**config.mk**
```make
export PLATFORM = sky130hd
export DESIGN_NAME = serbaud_top
export DESIGN_NICKNAME = d
export VERILOG_FILES = /design/src/rtl/serbaud_pkg.sv /design/src/rtl/serbaud_regs.sv /design/src/rtl/serbaud_prescale.sv /design/src/rtl/serbaud_divider.sv /design/src/rtl/serbaud_irq.sv /design/src/rtl/serbaud_top.sv
export SDC_FILE = /design/constraint.sdc
export NUM_CORES = 1
export LEC_CHECK = 0
export ABC_AREA = 1
export BUFFER_PORTS_ARGS = -buffer_cell sky130_fd_sc_hd__buf_2
export CORE_MARGIN = 2
export CORE_UTILIZATION = 55
export DETAILED_ROUTE_END_ITERATION = 10
export PLACE_DENSITY = 0.76
export SETUP_SLACK_MARGIN = 0.4
export SYNTH_ARGS = -nofsm -noshare
export SYNTH_HDL_FRONTEND = slang
export SYNTH_SLANG_ARGS = --single-unit
export TNS_END_PERCENT = 100
```
**constraint.sdc**
```tcl
create_clock -name clk -period 1.7 [get_ports clk]
set_input_delay 0.425 -clock clk [delete_from_list [all_inputs] [get_ports clk]]
set_output_delay 0.425 -clock clk [all_outputs]
set_load 0.005 [all_outputs]
```
**src/rtl/serbaud_pkg.sv**
```systemverilog
package serbaud_pkg;
  typedef enum logic [1:0] {
    ADR_DIV_LO = 2'd0,
    ADR_DIV_HI = 2'd1,
    ADR_PRESC  = 2'd2,
    ADR_IRQEN  = 2'd3
  } serbaud_adr_e;

  localparam int unsigned BYTE_W = 8;
  localparam int unsigned EN_RX  = 0;
  localparam int unsigned EN_TX  = 1;
endpackage

```
**src/rtl/serbaud_regs.sv**
```systemverilog
module serbaud_regs
  import serbaud_pkg::*;
#(
  parameter int unsigned DIV_W  = 11,
  parameter int unsigned HALF_W = 5
) (
  input  logic              clk,
  input  logic              rst_n,
  input  logic              wr,
  input  logic [1:0]        addr,
  input  logic [BYTE_W-1:0] wdata,
  output logic [BYTE_W-1:0] rdata,
  output logic [DIV_W-1:0]  div_o,
  output logic [HALF_W-1:0] half_o,
  output logic              rx_en_o,
  output logic              tx_en_o,
  output logic              div_load_o,
  output logic              presc_clr_o
);
  localparam int unsigned HI_W = DIV_W - BYTE_W;

  logic [DIV_W-1:0]  div_q, div_d;
  logic [HALF_W-1:0] half_q, half_d;
  logic [1:0]        en_q, en_d;
  logic              load_q, load_d;
  logic              clr_q, clr_d;
  serbaud_adr_e      adr;

  assign adr = serbaud_adr_e'(addr);

  always_comb begin
    div_d  = div_q;
    half_d = half_q;
    en_d   = en_q;
    load_d = 1'b0;
    clr_d  = 1'b0;
    if (wr) begin
      unique case (adr)
        ADR_DIV_LO: begin
          div_d[BYTE_W-1:0] = wdata;
          load_d = 1'b1;
        end
        ADR_DIV_HI: begin
          div_d[DIV_W-1:BYTE_W] = wdata[HI_W-1:0];
          load_d = 1'b1;
        end
        ADR_PRESC: begin
          half_d = wdata[HALF_W-1:0];
          clr_d  = 1'b1;
        end
        ADR_IRQEN: en_d = wdata[1:0];
        default: ;
      endcase
    end
  end

  always_ff @(posedge clk or negedge rst_n) begin
    if (!rst_n) begin
      div_q  <= '0;
      half_q <= HALF_W'(2);
      en_q   <= '0;
      load_q <= 1'b0;
      clr_q  <= 1'b0;
    end else begin
      div_q  <= div_d;
      half_q <= half_d;
      en_q   <= en_d;
      load_q <= load_d;
      clr_q  <= clr_d;
    end
  end

  always_comb begin
    rdata = '0;
    unique case (adr)
      ADR_DIV_LO: rdata = div_q[BYTE_W-1:0];
      ADR_DIV_HI: rdata[HI_W-1:0] = div_q[DIV_W-1:BYTE_W];
      ADR_PRESC:  rdata[HALF_W-1:0] = half_q;
      ADR_IRQEN:  rdata[1:0] = en_q;
      default: ;
    endcase
  end

  assign div_o       = div_q;
  assign half_o      = half_q;
  assign rx_en_o     = en_q[EN_RX];
  assign tx_en_o     = en_q[EN_TX];
  assign div_load_o  = load_q;
  assign presc_clr_o = clr_q;

  AST_LOAD_AFTER_WRITE: assert property (@(posedge clk) disable iff (!rst_n)
    (wr && (adr == ADR_DIV_LO || adr == ADR_DIV_HI)) |=> div_load_o)
    else $error("divisor write did not request a reload");
endmodule

```
**src/rtl/serbaud_prescale.sv**
```systemverilog
module serbaud_prescale #(
  parameter int unsigned HALF_W = 5
) (
  input  logic              clk,
  input  logic              rst_n,
  input  logic [HALF_W-1:0] half_i,
  input  logic              clr_i,
  output logic              ref_o
);
  localparam int unsigned ACC_W = HALF_W + 1;

  logic [ACC_W-1:0] eff;
  logic [ACC_W-1:0] acc_q, acc_d;
  logic [ACC_W-1:0] sum;
  logic             ref_q, ref_d;

  // factor below one is raised to one
  assign eff = (half_i < HALF_W'(2)) ? ACC_W'(2) : ACC_W'(half_i);
  assign sum = acc_q + ACC_W'(2);

  always_comb begin
    acc_d = sum;
    ref_d = 1'b0;
    if (clr_i) begin
      acc_d = '0;
    end else if (sum >= eff) begin
      acc_d = sum - eff;
      ref_d = 1'b1;
    end
  end

  always_ff @(posedge clk or negedge rst_n) begin
    if (!rst_n) begin
      acc_q <= '0;
      ref_q <= 1'b0;
    end else begin
      acc_q <= acc_d;
      ref_q <= ref_d;
    end
  end

  assign ref_o = ref_q;

  AST_ACC_BOUND: assert property (@(posedge clk) disable iff (!rst_n)
    !clr_i |-> (acc_q < eff))
    else $error("prescale accumulator out of range");

  AST_REF_GAP: assert property (@(posedge clk) disable iff (!rst_n)
    (ref_q && !clr_i && half_i >= HALF_W'(4)) |=> !ref_q)
    else $error("reference pulses too close");
endmodule

```
**src/rtl/serbaud_divider.sv**
```systemverilog
module serbaud_divider #(
  parameter int unsigned DIV_W = 11
) (
  input  logic             clk,
  input  logic             rst_n,
  input  logic             ref_i,
  input  logic             load_i,
  input  logic [DIV_W-1:0] div_i,
  output logic             tick_o
);
  logic [DIV_W-1:0] cnt_q, cnt_d;
  logic             tick_q, tick_d;
  logic             cnt_zero;

  assign cnt_zero = (cnt_q == '0);

  always_comb begin
    cnt_d  = cnt_q;
    tick_d = 1'b0;
    if (load_i) begin
      cnt_d = div_i;
    end else if (ref_i) begin
      if (cnt_zero) begin
        cnt_d  = div_i;
        tick_d = 1'b1;
      end else begin
        cnt_d = cnt_q - DIV_W'(1);
      end
    end
  end

  always_ff @(posedge clk or negedge rst_n) begin
    if (!rst_n) begin
      cnt_q  <= '0;
      tick_q <= 1'b0;
    end else begin
      cnt_q  <= cnt_d;
      tick_q <= tick_d;
    end
  end

  assign tick_o = tick_q;

  AST_CNT_BOUND: assert property (@(posedge clk) disable iff (!rst_n)
    !load_i |-> (cnt_q <= div_i))
    else $error("divide count above divisor");

  AST_TICK_SINGLE: assert property (@(posedge clk) disable iff (!rst_n)
    (tick_q && div_i != '0 && !load_i) |=> !tick_q)
    else $error("tick wider than one cycle");
endmodule

```
**src/rtl/serbaud_irq.sv**
```systemverilog
module serbaud_irq (
  input  logic clk,
  input  logic rst_n,
  input  logic rx_full_i,
  input  logic tx_empty_i,
  input  logic rx_en_i,
  input  logic tx_en_i,
  output logic rx_irq_o,
  output logic tx_irq_o
);
  assign rx_irq_o = rx_full_i & rx_en_i;
  assign tx_irq_o = tx_empty_i & tx_en_i;

  AST_RX_MASKED: assert property (@(posedge clk) disable iff (!rst_n)
    !rx_en_i |-> !rx_irq_o)
    else $error("receive interrupt while disabled");

  AST_TX_MASKED: assert property (@(posedge clk) disable iff (!rst_n)
    !tx_en_i |-> !tx_irq_o)
    else $error("transmit interrupt while disabled");
endmodule

```
**src/rtl/serbaud_top.sv**
```systemverilog
module serbaud_top #(
  parameter int unsigned DIV_W  = 11,
  parameter int unsigned HALF_W = 5
) (
  input  logic       clk,
  input  logic       rst_n,
  input  logic       reg_wr,
  input  logic [1:0] reg_addr,
  input  logic [7:0] reg_wdata,
  output logic [7:0] reg_rdata,
  input  logic       rx_full,
  input  logic       tx_empty,
  output logic       baud_tick,
  output logic       rx_irq,
  output logic       tx_irq
);
  logic [1:0]        rst_sync_q;
  logic              rst_n_s;
  logic [DIV_W-1:0]  div;
  logic [HALF_W-1:0] half;
  logic              rx_en, tx_en, div_load, presc_clr, ref_pulse;

  // assert asynchronously, release on the clock
  always_ff @(posedge clk or negedge rst_n) begin
    if (!rst_n) rst_sync_q <= '0;
    else        rst_sync_q <= {rst_sync_q[0], 1'b1};
  end
  assign rst_n_s = rst_sync_q[1];

  serbaud_regs #(.DIV_W(DIV_W), .HALF_W(HALF_W)) i_regs (
    .clk(clk), .rst_n(rst_n_s), .wr(reg_wr), .addr(reg_addr),
    .wdata(reg_wdata), .rdata(reg_rdata), .div_o(div), .half_o(half),
    .rx_en_o(rx_en), .tx_en_o(tx_en), .div_load_o(div_load),
    .presc_clr_o(presc_clr)
  );

  serbaud_prescale #(.HALF_W(HALF_W)) i_presc (
    .clk(clk), .rst_n(rst_n_s), .half_i(half), .clr_i(presc_clr),
    .ref_o(ref_pulse)
  );

  serbaud_divider #(.DIV_W(DIV_W)) i_div (
    .clk(clk), .rst_n(rst_n_s), .ref_i(ref_pulse), .load_i(div_load),
    .div_i(div), .tick_o(baud_tick)
  );

  serbaud_irq i_irq (
    .clk(clk), .rst_n(rst_n_s), .rx_full_i(rx_full), .tx_empty_i(tx_empty),
    .rx_en_i(rx_en), .tx_en_i(tx_en), .rx_irq_o(rx_irq), .tx_irq_o(tx_irq)
  );
endmodule

```
==> run summary <==
mapped cell area = 2370 sq um
CTS Sinks = 41
CP Launch Type = register
Detailed Place HPWL = 3900 um
vias in the first global route = 2216
dpl ws = -0.306 ns
Fmax = 514 MHz
CP max stage cell = dfrtp_1
CTS clk-pin slew, worst paths = 0.08 ns
CP top delay family = simple AND/OR/NAND/NOR gates
# diodes = 0
FF+latch count, synth = 41
Tmin final = 1.95 ns
Initial Util = 58.0%
Via density = 5.54
Root Buffer = clkbuf_8
Post-Synthesis Cells = 311
CORE AREA = 4090 sq um
CP required = 1.94 ns
total gr overflow = 0
number of synthesized flops with an enable pin = 0
RSZ-0062 raised after global routing = yes
async set or reset register ratio after synthesis = 100%
DRT Pass-1 Iters = 5
Num CTS Buffers = 5
Final Max Tran Viols = 0
Total GRT Usage = 25.4%
Nets = 394
fin crit share = 114%
Area growth syn-to-layout = 40.7%
die area = 4850 sq um
CTS tree = built
I/O pins = 26
first-pass GRT wire length = 10000 um
routed via count = 2337
Mapped Nets = 334
leading area contributor after synthesis = dfrtp_1
Peak VDD IR = 0.00216 V
most frequent cells in the layout = nand2_1, dfrtp_1, inv_1
final hold vios = 0
H-tree depth = 2
commonest non-fill, non-tap cell in the layout = nand2_1
Max clock buf depth = 2
normalized max-slew margin = 57.2%
proportion of layout cells with a drive suffix above 1 = 40.9%
Crit. End Element = register
Synth cell types = 35
Filler Cells Inserted = 227
max incr delay on CP = 0.45 ns
Lkg Pwr = 1.68 nW
outcome = complete, but fails checks
die span in y = 69.6 um
initial antenna violation count = 0
DR iter-0 viols = 187
Layout Skew = 0.00645 ns
Cell Chain, Critical Path = ha_4 > xor2_4 > ha_4 > buf_4 > nand2_1 > inv_2 > nand4_1 > nand3_2 > nand2_2 > nand3_2 > nor2_2
CP bufs+invs = 2
Routed Antenna Nets = 0
drt wl/cell = 15.5 um
share of the synthesized area in the top cell type = 42.3%
Die X = 69.6 um
Worst Path Arrival = 2.19 ns
DRC viols = 0
worst skew pair latency = 0.30 ns
Setup CP Type = reg2reg
Synth Warn # = 0
Cell Pwr Density = 1790 nW/um^2
post-route worst setup slack = -0.246 ns
MaxCap Viol Count = 0
Synth Flop Type = dfrtp_1
CP max FO = 4
Total Power = 5.96 mW
Routability Congestion = 0.897
syn avg cell area = 7.62 sq um
PortBufs = 25
Final setup viols = 7
largest net degree at the start of global routing = 40
failing checks = setup timing
Hold Crit Class = reg2async
sequential-to-total area share from yosys stat = 43.4%
actual slew at the worst max-slew pin = 0.641 ns
Routed WL = 6550 um
main area contributors after synthesis = dfrtp_1, nand2_1, nand3_1
FP Rows = 23
Yosys cell counts (3+ instances only):
library cell  count
nand4_1           8
nor2_2            6
nor2_1           24
dfrtp_1          40
inv_1            42
a21oi_1          10
nand3_1          36
o21ai_1           3
xor2_1            3
nand2_1          78
o21ai_0          18
nand3b_1          3
inv_2             5
ha_1              7
where the power goes:
part / leakage, nW / internal [mW] / switching, mW
combinational: 1.14 / 1.74 / 1.99
sequential: 0.495 / 1.28 / 0.310
clock: 0.0450 / 0.285 / 0.349
total: 1.68 / 3.31 / 2.65
registers in the layout (all words and copies together), names as in the netlist:
signal and count:
i_presc.acc_q 6, rst_sync_q 2, i_regs.div_o 11, i_regs.presc_clr_o 1, i_div.tick_o 1, i_regs.half_o 5
i_div.cnt_q 11, i_presc.ref_o 1, i_regs.div_load_o 1, i_regs.en_q 2
cells by family (layout without fill, tap and decap cells):
group                    Yosys count  after routing  synth area share (%)
AND/OR/NAND/NOR                  162            163                  31.4
buffers and inverters             54            114                  9.14
flip-flops                        41             41                  43.4
AO/OA/AOI/OAI                     40             40                  9.56
adder cells (fa/ha/maj)            8              8                  4.54
XOR/XNOR                           5              5                  1.85
other                              1              1                 0.158
worst paths after layout:
check | to | cells after the start | slack (ns) | start
min reg2reg | i_div.cnt_q[3] | 1 | 0.31 | rst_sync_q[1]
min | i_div.cnt_q[3] | 1 | 0.31 | rst_sync_q[1]
max in group asynchronous | i_regs.half_o[1] | 1 | 1.03 | rst_sync_q[1]
max reg2reg | i_presc.acc_q[5] | 11 | -0.25 | i_presc.acc_q[2]
max | i_presc.acc_q[5] | 11 | -0.25 | i_presc.acc_q[2]
min in group clk | i_regs.div_load_o | 2 | 0.31 | reg_addr[1]
per-stage QoR:
stage               utilization (%)  setup TNS [ns]  instance area (sq um)  instances  hold WS [ns]
global route                   81.6           -2.19                   3330        422         0.311
CTS                            74.8           -1.51                   3060        414         0.301
global placement               67.0           -1.63                   2740        399         0.211
floorplan                         -           -1.11                   2440        311         0.129
finish                         81.6           -1.48                   3330        422         0.309
detailed placement             67.0           -1.94                   2740        399         0.214
routing by layer:
layer	vias to the layer above	wire length (um)	part of all wire (%)	GRT usage, %
met3	11	337	5.1	5.67
met1	1118	2820	43	34.1
met4	0	118	1.8	8.76
met5	-	0	0	0
met2	82	3280	50	40.9
li1	1126	-	-	-
layout make-up:
type | count | area (sq um) | share of cell area (%)
tap | 50 | 62.6 | 1.88
clock buffer | 6 | 72.6 | 2.18
sequential | 41 | 1030 | 30.9
inverter | 47 | 189 | 5.67
timing repair buffer | 59 | 443 | 13.3
multi-input combinational | 217 | 1530 | 45.8
clock inverter | 2 | 10.0 | 0.300
timing repair:
item,4_1_cts,5_1_grt
gates cloned,1,0
setup endpoints to repair,28,29
pin swaps,35,35
hold buffers,1,0
endpoints found under the hold margin,2,0
buffers inserted,5,8
gates resized for setup,50,45
(Power assumes the default switching activity.)
